### src/rtl/midi_cap_pkg.sv
package midi_cap_pkg;

    localparam int BYTE_W = 8;
    localparam int DATA_W = BYTE_W - 1;

    typedef enum logic [1:0] {
        ROLE_NONE   = 2'b00,
        ROLE_STATUS = 2'b01,
        ROLE_KEY    = 2'b10,
        ROLE_VEL    = 2'b11
    } role_t;

    typedef enum logic [1:0] {
        SQ_IDLE = 2'd0,
        SQ_KEY  = 2'd1,
        SQ_VEL  = 2'd2
    } seq_state_t;

    typedef struct packed {
        logic [DATA_W-1:0] key;
        logic [DATA_W-1:0] vel;
    } note_t;

    function automatic logic is_status(input logic [BYTE_W-1:0] b);
        return b[BYTE_W-1];
    endfunction

    function automatic logic [DATA_W-1:0] payload(input logic [BYTE_W-1:0] b);
        return b[DATA_W-1:0];
    endfunction

endpackage

### src/rtl/mc_arm_unit.sv
module mc_arm_unit (
    input  logic clk,
    input  logic rst,
    input  logic flag,
    output logic take,
    output logic strobe
);
    logic armed_q;
    logic strobe_q;

    assign take   = armed_q & flag;
    assign strobe = strobe_q;

    always_ff @(posedge clk) begin
        if (rst) begin
            armed_q  <= 1'b1;
            strobe_q <= 1'b0;
        end else begin
            strobe_q <= take;
            if (take) begin
                armed_q <= 1'b0;
            end else if (!flag) begin
                armed_q <= 1'b1;
            end
        end
    end


    strobe_one_cycle_chk: assert property (@(posedge clk) disable iff (rst)
        strobe_q |=> !strobe_q);


    no_retrigger_chk: assert property (@(posedge clk) disable iff (rst)
        (strobe_q && flag) |=> !strobe_q);

endmodule

### src/rtl/mc_byte_reg.sv
module mc_byte_reg #(
    parameter int W = 8
) (
    input  logic         clk,
    input  logic         rst,
    input  logic         load,
    input  logic [W-1:0] d,
    output logic [W-1:0] q
);
    logic [W-1:0] q_r;

    assign q = q_r;

    always_ff @(posedge clk) begin
        if (rst) begin
            q_r <= '0;
        end else if (load) begin
            q_r <= d;
        end
    end


    hold_value_chk: assert property (@(posedge clk) disable iff (rst)
        !load |=> $stable(q_r));

endmodule

### src/rtl/mc_msg_seq.sv
module mc_msg_seq
    import midi_cap_pkg::*;
(
    input  logic              clk,
    input  logic              rst,
    input  logic              take,
    input  logic [BYTE_W-1:0] byte_in,
    output role_t             role,
    output logic              done,
    output note_t             note
);
    seq_state_t        state_q;
    role_t             role_q;
    logic              done_q;
    logic [DATA_W-1:0] key_pend_q;
    note_t             note_q;

    assign role = role_q;
    assign done = done_q;
    assign note = note_q;

    always_ff @(posedge clk) begin
        if (rst) begin
            state_q    <= SQ_IDLE;
            role_q     <= ROLE_NONE;
            done_q     <= 1'b0;
            key_pend_q <= '0;
            note_q     <= '0;
        end else begin
            done_q <= 1'b0;
            if (take) begin
                if (is_status(byte_in)) begin
                    role_q  <= ROLE_STATUS;
                    state_q <= SQ_KEY;
                end else begin
                    case (state_q)
                        SQ_KEY: begin
                            role_q     <= ROLE_KEY;
                            key_pend_q <= payload(byte_in);
                            state_q    <= SQ_VEL;
                        end
                        SQ_VEL: begin
                            role_q     <= ROLE_VEL;
                            done_q     <= 1'b1;
                            note_q.key <= key_pend_q;
                            note_q.vel <= payload(byte_in);
                            state_q    <= SQ_IDLE;
                        end
                        default: begin
                            role_q  <= ROLE_NONE;
                            state_q <= SQ_IDLE;
                        end
                    endcase
                end
            end
        end
    end


    done_pulse_chk: assert property (@(posedge clk) disable iff (rst)
        done_q |=> !done_q);


    done_role_chk: assert property (@(posedge clk) disable iff (rst)
        done_q |-> (role_q == ROLE_VEL));


    idle_data_chk: assert property (@(posedge clk) disable iff (rst)
        (take && !is_status(byte_in) && state_q == SQ_IDLE) |=> !done_q);

endmodule

### src/rtl/midi_byte_capture.sv
module midi_byte_capture
    import midi_cap_pkg::*;
(
    input  logic              clk,
    input  logic              rst,
    input  logic              flag,
    input  logic [BYTE_W-1:0] data_in,
    output logic [BYTE_W-1:0] cap_byte,
    output logic              clr_flag,
    output logic [1:0]        byte_role,
    output logic              msg_done,
    output logic [DATA_W-1:0] msg_key,
    output logic [DATA_W-1:0] msg_vel
);
    logic  take;
    role_t role;
    note_t note;

    mc_arm_unit arm_i (
        .clk    (clk),
        .rst    (rst),
        .flag   (flag),
        .take   (take),
        .strobe (clr_flag)
    );

    mc_byte_reg #(.W(BYTE_W)) byte_i (
        .clk  (clk),
        .rst  (rst),
        .load (take),
        .d    (data_in),
        .q    (cap_byte)
    );

    mc_msg_seq seq_i (
        .clk     (clk),
        .rst     (rst),
        .take    (take),
        .byte_in (data_in),
        .role    (role),
        .done    (msg_done),
        .note    (note)
    );

    assign byte_role = role;
    assign msg_key   = note.key;
    assign msg_vel   = note.vel;


    done_with_strobe_chk: assert property (@(posedge clk) disable iff (rst)
        msg_done |-> clr_flag);


    note_stable_chk: assert property (@(posedge clk) disable iff (rst)
        1'b1 |=> (msg_done || ($stable(msg_key) && $stable(msg_vel))));


    status_tag_chk: assert property (@(posedge clk) disable iff (rst)
        (clr_flag && cap_byte[BYTE_W-1]) |-> (byte_role == 2'b01));


    reset_quiet_chk: assert property (@(posedge clk)
        rst |=> (!clr_flag && !msg_done && cap_byte == '0));

endmodule

### config.mk
export PLATFORM = sky130hd
export DESIGN_NAME = midi_byte_capture
export DESIGN_NICKNAME = d
export VERILOG_FILES = /design/src/rtl/midi_cap_pkg.sv /design/src/rtl/mc_arm_unit.sv /design/src/rtl/mc_byte_reg.sv /design/src/rtl/mc_msg_seq.sv /design/src/rtl/midi_byte_capture.sv
export SDC_FILE = /design/constraint.sdc
export NUM_CORES = 1
export LEC_CHECK = 0
export ABC_AREA = 1
export BUFFER_PORTS_ARGS = -buffer_cell sky130_fd_sc_hd__clkbuf_2
export CAP_MARGIN = 20
export CORE_MARGIN = 5
export CORE_UTILIZATION = 30
export CTS_CLUSTER_SIZE = 24
export DETAILED_ROUTE_END_ITERATION = 12
export REMOVE_ABC_BUFFERS = 1
export SETUP_SLACK_MARGIN = 0.2
export SLEW_MARGIN = 15
export SYNTH_ARGS = -nofsm -noshare
export SYNTH_HDL_FRONTEND = slang
export SYNTH_SLANG_ARGS = --single-unit
### constraint.sdc
create_clock -name clk -period 1.6 [get_ports clk]
set_input_delay 0.08 -clock clk [delete_from_list [all_inputs] [get_ports clk]]
set_output_delay 0.08 -clock clk [all_outputs]
set_load 0.005 [all_outputs]
==> results of run 1 <==
[per-stage QoR]
step | setup slack (ns) | std cells | util [%] | hold slack, ns | instance area (µm²)
floorplan | 0.1850 | 208 | - | 0.1491 | 1450
global placement | 0.2750 | 317 | 34.74 | 0.3031 | 1740
detailed placement | 0.2306 | 317 | 34.74 | 0.3064 | 1740
CTS | 0.2036 | 323 | 36.19 | 0.009487 | 1813
global route | 0.1615 | 324 | 36.59 | 0.04636 | 1833
finish | 0.3440 | 324 | 36.59 | 0.03612 | 1833
[registers in the layout, summed over array words and instances, names as in the netlist]
register,cells
seq_i.state_q,2
arm_i.strobe,1
seq_i.role,2
arm_i.armed_q,1
seq_i.note,14
seq_i.key_pend_q,7
seq_i.done,1
byte_i.q,7
[power groups by stage]
stage | clock network, µW | registers [µW] | logic, µW
2_1_floorplan | 0 | 935 | 88.0
3_3_place_gp | 0 | 933 | 156
3_5_place_dp | 0 | 934 | 156
4_1_cts | 597 | 915 | 158
5_1_grt | 635 | 917 | 184
6_report | 574 | 915 | 160
[kinds of logic (layout without fill, tap and decap cells)]
logic type | count (synthesis) | after routing
flops | 35 | 35
fa+ha+maj | 3 | 3
simple gates | 98 | 99
buf+inv | 65 | 99
compound gates | 18 | 18
[cells in the final DEF (no fill, tap or decap)]
master,instances
clkbuf_1,1
ha_1,3
nor2_1,25
dfxtp_1,35
nand4_1,1
clkbuf_8,5
nand2_1,47
clkbuf_2,36
nor2_4,2
inv_1,53
o21ai_0,7
o21ai_1,1
nand4_4,1
buf_4,3
a211oi_1,1
nand3_1,21
inv_2,1
a21oi_1,9
nor3_1,1
nand2_2,1
[synth_stat cells (all sizes together)]
cell,count
inv,54
nand2,48
dfxtp,35
nor2,26
nand3,21
a21oi,9
o21ai,8
buf,7
clkbuf,4
ha,3
nand4,2
a211oi,1
nor3,1
[per-layer routing]
layer  global-route usage, %  vias up  routed length (µm)
met4                   5.912        0                  41
met2                   17.08       27                1398
met3                   3.880        4                 124
met1                   13.06      527                1631
met5                       0        -                   0
li1                        -      715                   -
[final timing paths]
path / cells past startpoint / from / slack [ns] / to
min reg2reg: 2 / seq_i.role[1] / 0.47 / seq_i.role[1]
max reg2reg: 5 / seq_i.state_q[0] / 0.34 / seq_i.role[0]
max: 5 / seq_i.state_q[0] / 0.34 / seq_i.role[0]
min: 2 / flag / 0.04 / arm_i.armed_q
[area by class of cell]
cell class / instances / area, µm² / share of cell area, %
well taps: 70 / 87.58 / 4.778
repair buffers: 39 / 202.7 / 11.06
flip-flops and latches: 35 / 700.7 / 38.23
clock buffers: 6 / 72.57 / 3.959
multi-input cells: 120 / 566.8 / 30.92
inverters: 54 / 202.7 / 11.06
[critical path, cell delays in order (launching register included)]
cell and delay (ns):
dfxtp_1 0.39, inv_1 0.08, ha_1 0.24, buf_4 0.20
nor3_1 0.17, nor2_1 0.07
[repair_timing]
item	in CTS	in global routing
hold buffers	0	0
endpoints found under the setup margin	0	20
gates resized for setup	0	2
==> flow_summary.yaml, run 1 <==
timing:
  setup_tns_ns: 0
  rsz0062_at_grt: "true"
  fin_crit_sh_pct: 78.50
  setup_violations: 0
  fmax_ghz: 0.7962
  hold_viol_final: 0
  finalMaxSlewViolations: 0
  worst_pin_slew_ns: 0.3368
  finClkSkew_ns: 0.005262
  fin_crit_ns: 1.256
  slew_headroom_pct: 77.48
grt:
  grt_pass1_wl_mm: 5.471
  grt.overflow.total: 0
  grt_pass1_vias: 1218
  grt_start_max_net_pins: 31
  antenna_found_initial: 0
  track_usage_pct: 10.93
logic_synthesis:
  synthXorXnorAreaFrac_pct: 0
  synthAdderAreaFrac_pct: 2.469
  synth_top_area_cell: "dfxtp_1"
  synth_simple_gate_area_share_pct: 27.41
  synth-seq-cells: 35
  synth.avg_cell_area_um2: 6.942
  synth_cells: 219
  synth_area_mm2: 0.001520
  synthMuxAreaShare_pct: 0
  synthDistinctLibCells: 22
  synth_compound_area_share_pct: 6.091
  ys_seq_area_share_pct: 46.09
  synth_top_family_by_area: "simple AND/OR/NAND/NOR gates"
  ys_top_cells_by_area: "dfxtp_1 46%, inv_1 13%, nand2_1 12%"
  yosys_warnings: 0
  yosysTopAreaCellShare_pct: 46.09
clocking:
  clk_pin_slew_ns: 0.06
  clk_latency_ns: 0.28
  cts_setup_buffers: 0
  clock-sinks: 35
  numCtsBuffers: 5
  tritoncts: "yes"
  cts_buffer_depth: 2
  htree_num_levels: 2
  root_buffer: "clkbuf_8"
layout:
  syn_to_final_growth_pct: 20.58
  nNetsFinal: 269
  layout-drive-gt1-share_pct: 19.29
  antenna_cells: 0
  nFillCells: 563
run_status:
  status: "finished clean"
die:
  die_area_mm2: 0.006591
  num_rows: 26
  initial_core_util_pct: 30.34
  die_h_um: 81.19
  pin_count: 37
  coreArea_mm2: 0.005010
  die_w_um: 81.19
setup_path:
  critPathArrivalTime_ns: 1.43
  startpoint_type: "flip-flop"
  crit_type: "reg2reg"
  cp_max_fo: 15
  crit_path_end_kind: "flip-flop"
  required_ns: 1.77
power:
  cellLeakagePower_uw: 0.0009239
  peakVddDrop_uv: 626.3
  p_int_uw: 1250
  power_frac_clock_pct: 34.8
  pwr-share-comb_pct: 9.7
  p_sw_share_pct: 24.19
  pwr-share-seq_pct: 55.5
  p_total_uw: 1649
  power.density_mw_per_mm2: 899.5
  p_sw_uw: 398.8
hold_path:
  hp-class: "in2reg"
routing:
  via_per_inst: 3.929
  ant_nets: 0
  route.final.wire_length_mm: 3.196
  drc_errors: 0
  drtIter0Drc: 57
  avgRoutedWirePerCell_um: 9.864
  drtPass1Iterations: 4
  vias: 1273
placement:
  io_buffers: 36
  gp_congestion: 0.7112
  dp_hpwl_mm: 2.163
flow_run:
  max-cap-violations: 0
No activity file was read; power rests on OpenSTA's default activity.
==> run 2, diff against run 1 <==
clock period = 1 ns   (was 1.6 ns; I/O delays follow)
==> flow_summary.yaml, run 2 (synthesis results as in run 1) <==
run_status:
  status: "finished, violations left"
  violations: "setup timing"
timing:
  fmax_ghz: 0.8963
  fin_crit_sh_pct: 111.6
  worst_pin_slew_ns: 0.2334
  setup_violations: 24
  hold_viol_final: 0
  timing.hold.ws_ns: 0.03028
  fin_crit_ns: 1.116
  finalMaxSlewViolations: 0
  slew_headroom_pct: 84.40
  finClkSkew_ns: 0.002993
  fin_ws_ns: -0.1157
  rsz0062_at_grt: "true"
layout:
  seqCellArea_um2: 739.5
  syn_to_final_growth_pct: 54.07
  fin_area_mm2: 0.002342
  final_cells: 347
  nNetsFinal: 290
  layout-drive-gt1-share_pct: 46.93
  largest_register_ffs: 14
  nFillCells: 517
  layout_commonest_cell: "inv_1"
  antenna_cells: 0
  most-common-layout-cells: "50 x inv_1, 39 x nand2_1, 28 x clkbuf_2"
  multi_input_area_um2: 680.7
setup_path:
  max_stage_delay_ns: 0.37
  cp_max_fo: 10
  critical_path.top_delay_family: "simple AND/OR/NAND/NOR gates"
  required_ns: 1.19
  crit_type: "reg2reg"
  slowest_stage: "dfxtp_4"
  critPathArrivalTime_ns: 1.30
  crit_path_cell_trace: "nand2_4, nor2_4, clkbuf_16, nand3_1, nand2_1, nor2_1"
  crit_path_end_kind: "flip-flop"
  startpoint_type: "flip-flop"
  worst-path-buf-inv: 1
routing:
  avgRoutedWirePerCell_um: 10.95
  route.final.wire_length_mm: 3.801
  ant_nets: 0
  drc_errors: 0
  vias: 1425
  via_per_inst: 4.107
  drtPass1Iterations: 4
  drtIter0Drc: 114
die:
  initial_core_util_pct: 30.34
  die_w_um: 81.19
  num_rows: 26
  pin_count: 37
  die_area_mm2: 0.006591
  coreArea_mm2: 0.005010
  die_h_um: 81.19
grt:
  grt.overflow.total: 0
  track_usage_pct: 12.17
  grt_pass1_wl_mm: 6.051
  grt_start_max_net_pins: 31
  antenna_found_initial: 0
  grt_pass1_vias: 1356
flow_run:
  max-cap-violations: 0
power:
  pwr-share-comb_pct: 12.9
  p_int_uw: 2449
  p_total_uw: 3200
  cellLeakagePower_uw: 0.001119
  power_frac_clock_pct: 41.2
  p_sw_uw: 751.6
  pwr-share-seq_pct: 45.9
  power.density_mw_per_mm2: 1366
  p_sw_share_pct: 23.48
  peakVddDrop_uv: 930.4
placement:
  placed_area_mm2: 0.001848
  place_ws_ns: -0.2135
  io_buffers: 36
  dp_hpwl_mm: 2.345
  dp_cells: 328
  gp_congestion: 0.7366
hold_path:
  hp-class: "in2reg"
clocking:
  clk_latency_ns: 0.29
  clk_pin_slew_ns: 0.07
  clock-sinks: 35
  cts_buffer_depth: 2
  numCtsBuffers: 5
  root_buffer: "clkbuf_8"
  tritoncts: "yes"
  htree_num_levels: 2
[run 2: stage by stage]
stage,setup TNS (ns),util [%]
6_report,-1.796,46.75
5_1_grt,-3.381,46.75
4_1_cts,-1.084,41.53
3_5_place_dp,-3.265,36.89
3_3_place_gp,-2.879,36.89
2_1_floorplan,-7.370,-
[run 2: metal layers]
metal	global-route usage, %	routed length, µm
met1	13.43	1678
met2	20.53	1833
met3	4.545	195
met4	5.912	93
met5	0	0
[run 2: worst reg2reg max path, stage by stage, from the launching register on]
cell and delay [ns]:
dfxtp_4 0.37, nand2_4 0.06, nor2_4 0.21, clkbuf_16 0.20, nand3_1 0.07, nand2_1 0.07
nor2_1 0.04
[run 2: final timing paths]
path / from / to / slack (ns) / cells after the start
min: data_in[0] / byte_i.q[0] / 0.03 / 3
max: arm_i.armed_q / seq_i.note[13] / -0.12 / 6
max reg2reg: arm_i.armed_q / seq_i.note[13] / -0.12 / 6
min reg2reg: seq_i.role[1] / seq_i.role[1] / 0.48 / 2
[run 2: area by class of cell]
cell class / count / share of cell area (%)
well taps: 70 / 3.739
flip-flops and latches: 35 / 31.57
clock inverters: 2 / 1.496
clock buffers: 6 / 3.526
inverters: 54 / 9.188
multi-input cells: 119 / 29.06
repair buffers: 61 / 21.42
[run 2: power by group through the flow]
stage / Combinational (µW) / Clock (µW) / Sequential [µW]
floorplan: 141 / 0 / 1500
global placement: 294 / 0 / 1490
detailed placement: 297 / 0 / 1490
CTS: 328 / 1350 / 1460
global route: 460 / 1420 / 1470
finish: 414 / 1320 / 1470
[run 2: repair_timing]
action,CTS,global route
pin swaps,9,11
setup endpoints to repair,40,60
buffers inserted,2,4
hold buffers,2,0
gates resized for setup,25,70
endpoints found under the hold margin,6,0
gates cloned,1,2
==> run 3, diff against run 2 <==
BUFFER_PORTS_ARGS = unset   (was -buffer_cell sky130_fd_sc_hd__clkbuf_2)
DONT_BUFFER_PORTS = 1   (was unset)
PLACE_DENSITY_LB_ADDON = 0.1   (was unset)
==> flow_summary.yaml, run 3 (synthesis results as in run 1) <==
routing:
  avgRoutedWirePerCell_um: 11.69
  drc_errors: 0
  drtPass1Iterations: 3
  vias: 1285
  route.final.wire_length_mm: 3.671
  via_per_inst: 4.092
  ant_nets: 0
  drtIter0Drc: 66
layout:
  layout_commonest_cell: "inv_1"
  fin_area_mm2: 0.002058
  antenna_cells: 0
  nFillCells: 569
  layout-drive-gt1-share_pct: 26.64
  seqCellArea_um2: 706.9
  nNetsFinal: 257
  most-common-layout-cells: "48 x inv_1, 40 x nand2_1, 32 x dfxtp_1"
  multi_input_area_um2: 681.9
  syn_to_final_growth_pct: 35.39
  largest_register_ffs: 14
  final_cells: 314
setup_path:
  crit_path_end_kind: "flip-flop"
  crit_type: "reg2reg"
  cp_max_fo: 7
  required_ns: 1.18
  startpoint_type: "flip-flop"
  critPathArrivalTime_ns: 1.26
hold_path:
  hp-class: "in2reg"
timing:
  rsz0062_at_grt: "true"
  hold_viol_final: 2
  slew_headroom_pct: 83.16
  fin_ws_ns: -0.07513
  setup_violations: 23
  fmax_ghz: 0.9301
  timing.hold.ws_ns: -0.08847
  finClkSkew_ns: 0.001290
  fin_crit_ns: 1.075
  finalMaxSlewViolations: 0
  fin_crit_sh_pct: 107.5
  worst_pin_slew_ns: 0.2518
placement:
  place_ws_ns: -0.2264
  io_buffers: 0
  gp_congestion: 0.7169
  dp_hpwl_mm: 2.421
  dp_cells: 292
  placed_area_mm2: 0.001655
flow_run:
  max-cap-violations: 0
clocking:
  clk_latency_ns: 0.28
  cts_buffer_depth: 2
  cts_hold_buffers: 9
  tritoncts: "yes"
  root_buffer: "clkbuf_8"
  clk_pin_slew_ns: 0.07
  numCtsBuffers: 5
  htree_num_levels: 2
  clock-sinks: 35
grt:
  antenna_found_initial: 0
  grt.overflow.total: 0
  grt_start_max_net_pins: 22
  grt_pass1_vias: 1283
  track_usage_pct: 12.94
  grt_pass1_wl_mm: 6.437
power:
  power.density_mw_per_mm2: 1426
  cellLeakagePower_uw: 0.0009230
  p_total_uw: 2936
  peakVddDrop_uv: 544.0
die:
  initial_core_util_pct: 30.34
  coreArea_mm2: 0.005010
  die_w_um: 81.19
  num_rows: 26
  pin_count: 37
  die_area_mm2: 0.006591
  die_h_um: 81.19
run_status:
  violations: "hold timing, setup timing"
  status: "finished, violations left"
==> run 3: what timing repair did <==
action,in CTS,in global routing
setup endpoints to repair,34,34
setup buffers,3,1
gates cloned,1,0
pin swaps,15,8
endpoints found under the hold margin,14,2
resized for setup,23,36
==> run 3: routing by layer <==
metal	share of wire, %	GRT usage (%)	vias up
li1	-	-	691
met1	45	15.80	568
met2	48	20.69	24
met3	6.1	4.656	2
met4	0.74	5.068	0
met5	0	0	-
==> run 3: worst paths after layout <==
check | from | end | slack [ns] | depth (start not counted)
worst max-delay path | seq_i.state_q[0] | seq_i.note[0] | -0.08 | 7
worst min-delay path | data_in[7] | seq_i.role[0] | -0.09 | 2
worst max register to register | seq_i.state_q[0] | seq_i.note[0] | -0.08 | 7
worst min register to register | seq_i.role[1] | seq_i.role[1] | 0.50 | 2
==> run 3: area by class of cell <==
cell class	count	share of cell area [%]
flip-flops and latches	35	34.35
multi-input cells	119	33.13
repair buffers	27	12.64
inverters	54	10.46
clock buffers	8	4.863
well taps	70	4.255
repair inverters	1	0.3040
==> run 3: per-stage QoR <==
step | setup TNS (ns) | util, %
after global routing | -3.166 | 41.08
after detailed placement | -4.279 | 33.04
after CTS | -1.268 | 38.81
final | -1.187 | 41.08
after floorplan | -7.370 | -
after global placement | -4.375 | 33.04
==> run 3: critical path: stages (launching register included) <==
cell and delay [ns]:
dfxtp_2 0.36, inv_2 0.05, ha_4 0.17, nand4_4 0.09, buf_6 0.15, nand2_1 0.05, inv_1 0.06, nor2_2 0.04
==> run 3: where the power goes <==
group	internal (µW)	leakage, µW	total [µW]	switching (µW)
clock	629	0.0000515	1120	496
combinational	151	0.000586	335	184
sequential	1440	0.000286	1480	36.7
